**src/rtl/fpga_cfg_port.sv**
```systemverilog
module fpga_cfg_port #(
  parameter int            AW      = 5,
  parameter int            SW      = 4,
  parameter int            DW      = 8,
  parameter logic [5:0]    AM_CODE = 6'b100111
) (
  input  logic          clk,
  input  logic          rst_n,
  input  logic          strobe,
  input  logic          wr_n,
  input  logic [5:0]    am,
  input  logic [AW-1:0] geo_n,
  input  logic [AW-1:0] slot,
  input  logic [SW-1:0] sel,
  input  logic [DW-1:0] wdata,
  output logic          cfg_prog_n,
  output logic          cfg_cs_n,
  output logic          cfg_rw_n,
  output logic          cfg_cclk,
  output logic [DW-1:0] cfg_data
);

  localparam logic [SW-1:0] SEL_BOARD = 4'b0000;
  localparam logic [SW-1:0] SEL_CTRL  = 4'b1010;
  localparam logic [SW-1:0] SEL_DATA  = 4'b0110;
  localparam int            EN_BIT    = 3;
  localparam int            CS_BIT    = 3;
  localparam int            PRQ_BIT   = 2;
  localparam int            RW_BIT    = 1;

  typedef enum logic [1:0] {S_IDLE, S_IO1, S_IO2, S_WAIT} seq_t;

  seq_t state;
  logic en_q, preq_q;

  wire hit      = (slot == ~geo_n) && (am == AM_CODE) && !wr_n;
  wire take     = (state == S_IDLE) && strobe && hit;
  wire wr_board = take && (sel == SEL_BOARD);
  wire wr_ctrl  = take && (sel == SEL_CTRL);
  wire wr_data  = take && (sel == SEL_DATA);

  always_ff @(posedge clk or negedge rst_n) begin
    if (!rst_n) begin
      state <= S_IDLE;
    end else begin
      case (state)
        S_IDLE:  if (strobe) state <= S_IO1;
        S_IO1:   state <= S_IO2;
        S_IO2:   state <= S_WAIT;
        default: if (!strobe) state <= S_IDLE;
      endcase
    end
  end

  always_ff @(posedge clk or negedge rst_n) begin
    if (!rst_n) begin
      en_q     <= 1'b0;
      preq_q   <= 1'b1;
      cfg_cs_n <= 1'b1;
      cfg_rw_n <= 1'b1;
      cfg_data <= '0;
    end else begin
      if (wr_board) en_q <= wdata[EN_BIT];
      if (wr_ctrl) begin
        cfg_cs_n <= ~wdata[CS_BIT];
        preq_q   <= wdata[PRQ_BIT];
        cfg_rw_n <= ~wdata[RW_BIT];
      end
      if (wr_data) cfg_data <= wdata;
    end
  end

  always_ff @(posedge clk or negedge rst_n) begin
    if (!rst_n) begin
      cfg_cclk   <= 1'b0;
      cfg_prog_n <= 1'b1;
    end else begin
      cfg_cclk   <= wr_data && en_q;
      cfg_prog_n <= ~(en_q && preq_q);
    end
  end

  AST_CCLK_SINGLE: assert property (@(posedge clk) disable iff (!rst_n)
    cfg_cclk |=> !cfg_cclk);
  AST_CCLK_IN_IO1: assert property (@(posedge clk) disable iff (!rst_n)
    cfg_cclk |-> (state == S_IO1));
  AST_PROG_GATED: assert property (@(posedge clk) disable iff (!rst_n)
    !cfg_prog_n |-> $past(en_q && preq_q));
  AST_WAIT_RELEASE: assert property (@(posedge clk) disable iff (!rst_n)
    (state == S_WAIT && strobe) |=> (state == S_WAIT));
  AST_FOREIGN_HOLD: assert property (@(posedge clk) disable iff (!rst_n)
    (state == S_IDLE && strobe && !hit) |=>
      ($stable(cfg_cs_n) && $stable(cfg_rw_n) && $stable(cfg_data) && !cfg_cclk));
  AST_BUSY_HOLD: assert property (@(posedge clk) disable iff (!rst_n)
    (state != S_IDLE) |=> ($stable(cfg_cs_n) && $stable(cfg_rw_n) && $stable(cfg_data)));

endmodule

```
**config.mk**
```make
export PLATFORM = sky130hd
export DESIGN_NAME = fpga_cfg_port
export DESIGN_NICKNAME = d
export VERILOG_FILES = /design/src/rtl/fpga_cfg_port.sv
export SDC_FILE = /design/constraint.sdc
export NUM_CORES = 1
export LEC_CHECK = 0
export ABC_CLOCK_PERIOD_IN_PS = 1950
export CAP_MARGIN = 20
export CORE_MARGIN = 4
export CORE_UTILIZATION = 59
export CTS_CLUSTER_SIZE = 30
export DETAILED_ROUTE_END_ITERATION = 8
export DONT_BUFFER_PORTS = 1
export PLACE_DENSITY_LB_ADDON = 0.3
export SLEW_MARGIN = 20
export SYNTH_ARGS = -nofsm -noshare
export SYNTH_HDL_FRONTEND = slang
export SYNTH_SLANG_ARGS = --single-unit
export TNS_END_PERCENT = 1
```
**constraint.sdc**
```tcl
create_clock -name clk -period 1.95 [get_ports clk]
set_input_delay 0.0975 -clock clk [delete_from_list [all_inputs] [get_ports clk]]
set_output_delay 0.0975 -clock clk [all_outputs]
set_load 0.005 [all_outputs]
```
* After elaboration in Yosys (flattened, before gate mapping)
Index checks and enable logic that the tools add are counted. W data, S select, Z words.
Operators by class: equality and inequality tests 8, bitwise gates (word level) 4, mux-type cells 3, reductions and logical operators 13
Operators with widths (count):
- $logic_and A1 B1 Y1 | 9
- $eq A6 B6 Y1 const B | 1
- $pmux W2 S3 | 1
- $eq A5 B5 Y1 | 1
- $not A5 Y5 | 1
- $eq A4 B3 Y1 const B | 1
- $eq A4 B4 Y1 const B | 1
- $logic_not A4 Y1 | 1
- $mux W2 | 2
- $ne A4 B1 Y1 const B | 1
- $not A1 Y1 | 3
- $eq A2 B1 Y1 const B | 1
- $eq A2 B2 Y1 const B | 1
- $logic_not A2 Y1 | 1
- $ne A2 B2 Y1 const B | 1
- $reduce_and A2 Y1 | 1
- $logic_not A1 Y1 | 1
Storage, ports and cells: input bits 32, register bits after elaboration 16, word-level logic and storage cells 36, output and inout bits 12

* Depth between registers and ports, before layout
Gate-level depths: netlist (run 1).
depth after elaboration 7, mapped depth 6, gate-level depth less buffers 6

* Worst setup path after synthesis (run 1)
No wires, ideal clock.
path type register to register, start point register state[0], end point register cfg_data[0], period minus slack after synthesis 1813 ps, cell stages (with the launch flop) 7, path buffers 0, setup time 125 ps, data arrival time 1687 ps, setup slack 137 ps, cell sequence dfrtp_1 > inv_1 > ha_1 > nand2_1 > nor4_4 > nand4_4 > mux2_4
On the way: longest elaborated chain between the ends 4
Ends and longest elaborated chain:
- from (decl) | line 33 | seq_t state;
- from (signal assigned) | line 44 | state <= S_IDLE;
- from (signal assigned) | line 47 | S_IDLE: if (strobe) state <= S_IO1;
- from (signal assigned) | line 48 | S_IO1: state <= S_IO2;
- $logic_not A2 Y1 | line 37 | wire take = (state == S_IDLE) && strobe && hit;
- $logic_and A1 B1 Y1 (2 in series) | line 37
- $logic_and A1 B1 Y1 | line 40 | wire wr_data = take && (sel == SEL_DATA);
- to (signal assigned) | line 69 | if (wr_data) cfg_data <= wdata;
- to (decl) | line 20 | output logic [DW-1:0] cfg_data
Every way passes these cells. A chain may end at the register's enable or synchronous reset.

* Worst setup path after layout (run 1)
start point register state[0], end point register preq_q
On the way: longest elaborated chain between the ends 4
Ends and longest elaborated chain:
- $logic_not A2 Y1 | line 37
- $logic_and A1 B1 Y1 (2 in series) | line 37
- $logic_and A1 B1 Y1 | line 39 | wire wr_ctrl = take && (sel == SEL_CTRL);
- to (signal assigned) | line 66 | preq_q <= wdata[PRQ_BIT];
- to (decl) | line 34 | logic en_q, preq_q;
Every way passes these cells.

==> results of run 1 <==
## final timing paths
| check | start | end | slack [ns] | cells after the start |
|---|---|---|---|---|
| worst max-delay path | state[0] | preq_q | 0.11 | 7 |
| worst min register to register | en_q | cfg_prog_n | 0.43 | 1 |
| worst max register to register | state[0] | preq_q | 0.11 | 7 |
| worst min-delay path | strobe | state[1] | 0.04 | 2 |
| max in group asynchronous | rst_n | cfg_data[0] | 1.25 | 1 |
| min in group asynchronous | rst_n | en_q | 0.28 | 1 |
## metal layers
metal,share of wire (%),global-route usage (%),vias up
met1,35,17.32,252
met4,1.0,5.114,0
met3,11,9.766,3
met2,53,31.87,26
met5,0,0,-
li1,-,-,260
## power groups by stage
stage	Clock (mW)	Combinational, mW	Sequential (mW)
floorplan	0	0.123	0.372
global placement	0	0.137	0.375
detailed placement	0	0.143	0.377
CTS	0.223	0.169	0.371
global route	0.246	0.189	0.375
finish	0.219	0.169	0.371
## cells in the final DEF (no fill, tap or decap), drive strengths merged
cell,Yosys,final
o21ai,1,1
ha,3,3
nor3b,1,1
nor2b,3,3
dfrtp,12,12
a211oi,1,1
dfstp,4,4
nand4b,1,1
and3,2,2
nor4,2,2
clkbuf,0,4
inv,4,4
nand3,1,1
nand4,2,2
mux2,10,10
nor3,1,1
buf,0,1
or4b,1,1
dlygate4sd3,0,12
mux2i,2,2
a21oi,3,3
nand2,3,3
o22ai,1,1
xnor2,5,5
## metrics by stage
| stage | util, % | hold slack (ns) | instances |
|---|---|---|---|
| 2_1_floorplan | - | -0.1981 | 63 |
| 3_3_place_gp | 66.79 | -0.1977 | 79 |
| 3_5_place_dp | 66.79 | -0.1977 | 79 |
| 4_1_cts | 77.77 | 0.006828 | 94 |
| 5_1_grt | 78.52 | 0.03194 | 95 |
| 6_report | 78.52 | 0.03874 | 95 |
## kinds of logic (layout without fill, tap and decap cells)
family                     count (synthesis)  after routing  share of synthesized area, %
adders and majority gates                  3              3                         4.342
buffers and inverters                      4             21                         1.736
muxes                                     12             12                         18.81
xor gates and xnor gates                   5              5                         5.065
AOI/OAI and AO/OA                          6              6                         3.907
DFF                                       16             16                         46.89
and+or+nand+nor                           17             17                         19.25
## state kept, by name, indices dropped and copies added (netlist names)
name / flops
cfg_data: 8
state: 2
cfg_cclk: 1
cfg_cs_n: 1
cfg_prog_n: 1
cfg_rw_n: 1
en_q: 1
preq_q: 1
## timing repair
| action | 4_1_cts | 5_1_grt |
|---|---|---|
| hold endpoints to repair | 29 | 1 |
| hold buffers | 11 | 1 |
| buffers inserted | 0 | 0 |
| setup endpoints to repair | 0 | 10 |
## final cells by class
class,instances,area [um2],share of cell area (%)
sequential,16,405.4,38.71
tap,15,18.77,1.792
inverter,4,15.01,1.434
multi-input combinational,43,444.2,42.41
timing repair buffer,13,127.6,12.19
clock buffer,4,36.28,3.465
## worst reg2reg max path: stages, from the launching register on
cell and delay [ns]:
dfrtp_1 0.43, inv_1 0.10, ha_1 0.23, nand2_1 0.11, nor4_4 0.21, buf_4 0.18, nand4_2 0.16, mux2_1 0.36
==> results.py, run 1 <==
metrics = {
    "timing": {
        "timing_worst_slew_pin_value_ns": 0.6690,
        "hold_fails_final_rpt": 0,
        "setup-tns-final_ns": 0,
        "max_freq_mhz": 543.5,
        "period_utilization_pct": 94.36,
        "setup_repair_after_global_routing_missed_its_margin": "false",
        "final-setup-viol-count": 0,
        "worst_slack_ns": 0.1100,
        "drv_slew": 0,
        "relSlewSlack_pct": 55.25,
        "fin_worst_skew_ns": 0.0009016,
        "shortest_period_the_worst_path_allows_ns": 1.840,
    },
    "die": {
        "core_region_area_um2": 1334,
        "dieArea_um2": 2142,
        "initial_core_utilization_pct": 64.82,
        "io_pins": 44,
        "die_y_um": 46.28,
        "num_rows": 13,
        "die_w_um": 46.28,
    },
    "synthesis": {
        "post_synth_top_cells": "dfrtp_1 (12), mux2_4 (8), xnor2_1 (5)",
        "synth_seq_cells": 16,
        "yosys_warnings": 0,
        "ys_seq_area_share_pct": 46.89,
        "syn-num-nets": 98,
        "ys_async_sr_fraction_pct": 100.0,
        "synth_enable_flop_cells": 0,
        "synth.area.top_cells": "dfrtp_1 (35%), mux2_4 (14%), dfstp_2 (12%)",
        "yosysTopAreaCellShare_pct": 34.73,
        "postSynthAreaPerCell_um2": 13.72,
        "synth_area_leader_cell": "dfrtp_1",
        "synth-main-ff-cell": "dfrtp_1",
        "syn_inst": 63,
        "yosys.cell_count.top_type": "dfrtp_1",
        "yosysUniqueCellTypes": 25,
        "synth.cell_area_um2": 864.6,
    },
    "critical_path": {
        "path_class": "flip-flop to flip-flop",
        "critical_path.top_delay_family": "simple AND/OR/NAND/NOR gates",
        "cp_cell_sequence": "inv_1 > ha_1 > nand2_1 > nor4_4 > buf_4 > nand4_2 > mux2_1",
        "crit_required_ns": 2.17,
        "max_incr_delay_on_cp_ns": 0.43,
        "critical-path-slowest-cell": "dfrtp_1",
        "data_arrival_time_of_the_critical_path_ns": 2.06,
        "buffer_and_inverter_count_on_the_worst_path": 2,
        "timing.critical_path.from_type": "flip-flop",
        "cp-end-kind": "flip-flop",
        "critPathMaxFanout": 5,
    },
    "final_layout": {
        "final_design_area_no_fill_um2": 1047,
        "fraction_of_final_layout_cells_with_drive_strength_greater_than_1_pct": 30.00,
        "antenna-diode-count": 0,
        "finish.net_count": 116,
        "flow.area_growth_from_synthesis_pct": 21.13,
        "fillerInstances": 94,
    },
    "pwr": {
        "power_share_of_the_sequential_group_pct": 48.9,
        "total_leakage_power_nw": 0.5336,
        "power.share.clock_pct": 28.8,
        "share_comb_of_total_power_pct": 22.3,
        "p_sw_share_pct": 27.61,
        "net-switching-power_mw": 0.2096,
        "internal-power_mw": 0.5495,
        "design_power_total_mw": 0.7591,
        "power_per_standard_cell_area_nw_per_um2": 724.9,
        "vdd.ir_drop.worst_v": 0.0004719,
    },
    "placement": {
        "dp.final_hpwl_mm": 1.247,
        "io_buffers": 0,
        "placement.cell_area_um2": 890.9,
        "gp_congestion": 0.7052,
        "place_ws_ns": 0.03975,
    },
    "drt": {
        "detail_route.drc_violations": 0,
        "route.detailed.vias_per_inst": 5.695,
        "detailedRoute.firstPassIterationCount": 3,
        "detail_route.iter0.violations": 6,
        "route.antenna.remaining_nets": 0,
        "num_vias": 541,
        "detail_route.wl_per_cell_um": 17.76,
        "route.final.wire_length_mm": 1.687,
    },
    "global_route": {
        "antenna_found_initial": 0,
        "globalRouteOverflowTotal": 0,
        "track_usage_pct": 17.81,
        "grt_pass1_wl_mm": 2.566,
        "grt_start_max_net_pins": 17,
        "number_of_global_route_vias_before_repair": 575,
    },
    "clock_network": {
        "cts.sinks": 16,
        "h-tree-depth": 1,
        "insertion_delay_ns": 0.29,
        "cts_inserted_buffers": 3,
        "worst_setup_hold_path_clk_slew_ns": 0.09,
        "clock-root-buffer": "clkbuf_4",
        "clk_path_buf_depth": 2,
        "cts_tree": "built",
        "ctsResizeCount": 0,
    },
    "run_status": {
        "run_status": "finished clean",
    },
    "min_path": {
        "worstHoldPathType": "input port to flip-flop",
    },
    "flow_run": {
        "count_of_max_cap_constraint_violations": 0,
    },
}
Power figures use the tool's default switching activity.
==> run 2, diff against run 1 <==
CAP_MARGIN = default   (was 20)
CORE_MARGIN = 5   (was 4)
==> run 2 against run 1 <==
Register-to-register slack gained 0.02 ns. Clock-buffer cell count is the same. Critical endpoint is now cfg_data[4]. Critical path depth decreased by 1. Clock power is essentially flat. Global-route usage down 2.0 points.
==> results.py, run 2 (synthesis results as in run 1) <==
metrics = {
    "run_status": {
        "run_status": "finished clean",
    },
    "timing": {
        "timing_worst_slew_pin_value_ns": 0.6848,
        "max_freq_mhz": 550.2,
        "final-setup-viol-count": 0,
        "drv_slew": 0,
        "period_utilization_pct": 93.21,
        "relSlewSlack_pct": 54.20,
        "setup-tns-final_ns": 0,
        "fin_worst_skew_ns": 0.003552,
        "finalHoldWorstSlack_ns": 0.02079,
        "shortest_period_the_worst_path_allows_ns": 1.818,
        "setup_repair_after_global_routing_missed_its_margin": "false",
        "hold_fails_final_rpt": 0,
        "worst_slack_ns": 0.1325,
    },
    "flow_run": {
        "count_of_max_cap_constraint_violations": 0,
    },
    "global_route": {
        "number_of_global_route_vias_before_repair": 572,
        "track_usage_pct": 15.82,
        "globalRouteOverflowTotal": 0,
        "grtUsageMet1_pct": 16.13,
        "top_usage_layer": "met2",
        "grt_use_met2_pct": 27.60,
        "grt_pass1_wl_mm": 2.435,
        "use_met3_pct": 8.487,
        "antenna_found_initial": 0,
        "grt_start_max_net_pins": 17,
    },
    "clock_network": {
        "cts_inserted_buffers": 3,
        "insertion_delay_ns": 0.29,
        "cts.sinks": 16,
        "h-tree-depth": 1,
        "clock-root-buffer": "clkbuf_4",
        "clk_path_buf_depth": 2,
        "cts_tree": "built",
        "worst_setup_hold_path_clk_slew_ns": 0.09,
    },
    "final_layout": {
        "fillerInstances": 96,
        "antenna-diode-count": 0,
        "biggestRegsByFlops": "cfg_data x8, state x2",
        "finish.net_count": 115,
        "number_of_flip_flops_under_the_largest_register_name": 8,
        "ff_latch_area_um2": 405.4,
        "final_cell_mix": "dfrtp_1 (12), dlygate4sd3_1 (11), mux2_4 (8)",
        "flow.area_growth_from_synthesis_pct": 20.26,
        "mostFrequentLayoutCell": "dfrtp_1",
        "fraction_of_final_layout_cells_with_drive_strength_greater_than_1_pct": 31.65,
        "multiInputGateArea_um2": 446.7,
        "final_design_area_no_fill_um2": 1040,
        "regMostFlops": "cfg_data",
    },
    "placement": {
        "dp.final_hpwl_mm": 1.209,
        "place_ws_ns": 0.05553,
        "gp_congestion": 0.7221,
        "io_buffers": 0,
        "placement.cell_area_um2": 890.9,
    },
    "die": {
        "die_y_um": 48.28,
        "core_region_area_um2": 1350,
        "die_w_um": 48.28,
        "num_rows": 13,
        "io_pins": 44,
        "dieArea_um2": 2331,
        "initial_core_utilization_pct": 64.04,
    },
    "critical_path": {
        "critPathMaxFanout": 8,
        "path_class": "flip-flop to flip-flop",
        "crit_required_ns": 2.13,
        "cp-end-kind": "flip-flop",
        "data_arrival_time_of_the_critical_path_ns": 1.99,
        "timing.critical_path.from_type": "flip-flop",
    },
    "drt": {
        "route.final.wire_length_mm": 1.728,
        "route.detailed.vias_per_inst": 5.851,
        "detail_route.iter0.violations": 7,
        "route.antenna.remaining_nets": 0,
        "detailedRoute.firstPassIterationCount": 3,
        "detail_route.drc_violations": 0,
        "num_vias": 550,
        "detail_route.wl_per_cell_um": 18.38,
    },
    "min_path": {
        "worstHoldPathType": "input port to flip-flop",
    },
    "pwr": {
        "vdd.ir_drop.worst_v": 0.0004638,
        "total_leakage_power_nw": 0.5277,
        "power_per_standard_cell_area_nw_per_um2": 739.3,
    },
}
[run 2: cell types whose count changed in the layout (fill, tap and decap cells not counted), sizes merged]
cell         before  now
dlygate4sd3      12   11
[run 2: power breakdown]
group | internal (mW) | switching, mW | total, mW | leakage [nW]
Sequential | 0.351 | 0.0196 | 0.370 | 0.204
Clock | 0.114 | 0.103 | 0.217 | 0.0210
Combinational | 0.0891 | 0.0927 | 0.182 | 0.303
Total | 0.553 | 0.215 | 0.769 | 0.528
[run 2: worst max-delay path: stages, from the launching register on]
cell and delay, ns:
dfrtp_1 0.42, inv_1 0.11, ha_2 0.23, nand2_1 0.09
nor4_4 0.21, nand4_4 0.27, mux2_4 0.37
[run 2: per-layer routing]
layer	wire [um]	vias up
met5	0	-
met4	7	0
met3	150	2
met1	681	262
met2	888	26
li1	-	260
[run 2: layout make-up]
type                            instances  area share (%)
Sequential cell                        16           38.99
Multi-Input combinational cell         43           42.96
Timing Repair Buffer                   12           11.31
Clock buffer                            4           3.490
Inverter                                4           1.444
Tap cell                               15           1.805
[run 2: what timing repair did]
item / 4_1_cts / 5_1_grt
resized for setup: 0 / 1
hold endpoints to repair: 29 / 0
endpoints found under the setup margin: 0 / 10
setup buffers: 0 / 0
hold buffers: 11 / 0
[run 2: path summary, 6_finish.rpt]
kind,from,end,slack (ns),cells past startpoint
worst max-delay path,state[0],cfg_data[4],0.13,6
worst min-delay path,strobe,state[0],0.02,3
worst max register to register,state[0],cfg_data[4],0.13,6
worst min register to register,en_q,cfg_prog_n,0.43,1
max in group asynchronous,rst_n,cfg_data[2],1.23,1
min in group asynchronous,rst_n,state[1],0.29,1
[run 2: metrics by stage]
| step | power [mW] | instances | util, % |
|---|---|---|---|
| after floorplan | 0.4953 | 63 | - |
| after global placement | 0.5100 | 79 | 65.99 |
| after detailed placement | 0.5211 | 79 | 65.99 |
| after CTS | 0.7638 | 94 | 76.83 |
| after global routing | 0.8177 | 94 | 77.02 |
| final | 0.7687 | 94 | 77.02 |
==> run 3, diff against run 2 <==
ABC_CLOCK_PERIOD_IN_PS = default   (was 1950)
CORE_UTILIZATION = 54   (was 59)
REMOVE_ABC_BUFFERS = 1   (was default)
clock period = 1.6 ns   (was 1.95 ns; I/O delays follow)
==> run 3 against run 2 <==
The run now ends with negative setup slack left. Worst hold slack lost 0.0014 ns. Non-clock buffer count grew 6. Global-route usage shrank 0.87 points. Die area grew 7.3%. Maximum frequency grew 12%. Clock skew shrank 0.0016 ns. Final area grew 8.3%.
==> results.py, run 3 (synthesis results as in run 1) <==
metrics = {
    "global_route": {
        "number_of_global_route_vias_before_repair": 585,
        "antenna_found_initial": 0,
        "globalRouteOverflowTotal": 0,
        "track_usage_pct": 14.95,
        "grt_start_max_net_pins": 17,
        "grt_pass1_wl_mm": 2.856,
    },
    "drt": {
        "route.detailed.vias_per_inst": 5.634,
        "route.antenna.remaining_nets": 0,
        "detail_route.drc_violations": 0,
        "detailedRoute.firstPassIterationCount": 2,
        "num_vias": 569,
        "route.final.wire_length_mm": 1.765,
        "detail_route.iter0.violations": 2,
        "detail_route.wl_per_cell_um": 17.48,
    },
    "critical_path": {
        "rrSetupSlack_ns": -0.03,
        "max_incr_delay_on_cp_ns": 0.40,
        "crit_required_ns": 1.78,
        "timing.critical_path.from_type": "flip-flop",
        "ff2ff_path_depth": 6,
        "path_class": "flip-flop to flip-flop",
        "cp_cell_sequence": "inv_2 > ha_4 > nand2_4 > nor4_4 > nand4_4 > mux2_4",
        "critPathMaxFanout": 8,
        "data_arrival_time_of_the_critical_path_ns": 1.81,
        "cp-end-kind": "flip-flop",
        "critical-path-slowest-cell": "dfrtp_1",
    },
    "final_layout": {
        "biggestRegsByFlops": "cfg_data x8, state x2",
        "ff_latch_area_um2": 405.4,
        "finish.cell_count_without_fillers": 101,
        "number_of_flip_flops_under_the_largest_register_name": 8,
        "fillerInstances": 96,
        "fraction_of_final_layout_cells_with_drive_strength_greater_than_1_pct": 44.71,
        "multiInputGateArea_um2": 485.5,
        "flow.area_growth_from_synthesis_pct": 30.25,
        "finish.net_count": 121,
        "regMostFlops": "cfg_data",
        "mostFrequentLayoutCell": "dfrtp_1",
        "antenna-diode-count": 0,
        "final_cell_mix": "dfrtp_1 (12), dlygate4sd3_1 (10), mux2_4 (9)",
    },
    "timing": {
        "final-setup-viol-count": 8,
        "drv_slew": 0,
        "hold_fails_final_rpt": 0,
        "max_freq_mhz": 615.2,
        "setup-tns-final_ns": -0.1379,
        "worst_slack_ns": -0.02562,
        "timing_worst_slew_pin_value_ns": 0.6916,
        "period_utilization_pct": 101.6,
        "shortest_period_the_worst_path_allows_ns": 1.626,
        "setup_repair_after_global_routing_missed_its_margin": "true",
        "relSlewSlack_pct": 53.74,
        "fin_worst_skew_ns": 0.001929,
    },
    "die": {
        "io_pins": 44,
        "core_region_area_um2": 1506,
        "die_w_um": 50.02,
        "initial_core_utilization_pct": 57.39,
        "num_rows": 14,
        "dieArea_um2": 2502,
        "die_y_um": 50.02,
    },
    "clock_network": {
        "clock-root-buffer": "clkbuf_4",
        "h-tree-depth": 1,
        "clk_path_buf_depth": 2,
        "cts_tree": "built",
        "cts.sinks": 16,
        "insertion_delay_ns": 0.29,
        "worst_setup_hold_path_clk_slew_ns": 0.09,
        "cts_inserted_buffers": 3,
    },
    "pwr": {
        "total_leakage_power_nw": 0.5598,
        "design_power_total_mw": 1.048,
        "vdd.ir_drop.worst_v": 0.0007718,
        "power_per_standard_cell_area_nw_per_um2": 931.1,
    },
    "min_path": {
        "whs_path_depth": 2,
        "worstHoldPathType": "input port to flip-flop",
    },
    "run_status": {
        "failed_checks": "negative setup slack",
        "run_status": "finished, violations left",
    },
    "placement": {
        "io_buffers": 0,
        "placed_cells_incl_taps": 86,
        "gp_congestion": 0.6744,
        "dp.final_hpwl_mm": 1.268,
    },
    "flow_run": {
        "count_of_max_cap_constraint_violations": 0,
    },
}
-- run 3: worst paths after layout --
kind                          endpoint     start
max in group asynchronous  cfg_data[7]     rst_n
min in group asynchronous  cfg_data[3]     rst_n
setup / recovery           cfg_data[1]  state[0]
hold reg to reg             cfg_prog_n      en_q
hold / removal                  preq_q    sel[1]
setup reg to reg           cfg_data[1]  state[0]
-- run 3: through the flow --
| stage | util [%] | instance area [um2] | hold slack (ns) | setup slack (ns) |
|---|---|---|---|---|
| after floorplan | - | 864.6 | -0.2156 | -0.2125 |
| after global placement | 62.21 | 937.1 | -0.2152 | -0.1031 |
| after detailed placement | 62.21 | 937.1 | -0.2153 | -0.1507 |
| after CTS | 72.76 | 1096 | 0.002262 | -0.02023 |
| after global routing | 74.75 | 1126 | 0.009070 | -0.07337 |
| final | 74.75 | 1126 | 0.01934 | -0.02562 |
-- run 3: power by group --
| group | internal [mW] | total [mW] | switching [mW] | leakage [nW] |
|---|---|---|---|---|
| sequential | 0.427 | 0.443 | 0.0153 | 0.204 |
| combinational | 0.185 | 0.341 | 0.155 | 0.335 |
| clock | 0.139 | 0.265 | 0.126 | 0.0210 |
| total | 0.752 | 1.05 | 0.297 | 0.560 |
-- run 3: final cells by class --
class                      instances  area share, %
multi-input combinational         43          43.11
sequential                        16          36.00
timing repair buffer              18          14.56
clock buffer                       4          3.222
tap                               16          1.778
inverter                           4          1.333
-- run 3: worst max-delay path: cells and delay by family, from the launching register on --
family / cells / cell delay (ns)
flip-flops: 1 / 0.40
buffers and inverters: 1 / 0.08
multiplexers: 1 / 0.37
adder cells (fa/ha/maj): 1 / 0.14
AND/OR/NAND/NOR: 3 / 0.52
-- run 3: per-layer routing --
layer	vias up	track usage (%)	wire [um]
met2	24	24.69	938
li1	267	-	-
met1	275	16.76	647
met3	3	7.530	163
met4	0	3.930	15
met5	-	0	0
-- run 3: what timing repair did --
action,4_1_cts,5_1_grt
setup buffers,1,0
pin swaps,3,1
resized for setup,5,6
hold endpoints to repair,30,0
hold buffers,10,0
setup endpoints to repair,12,12
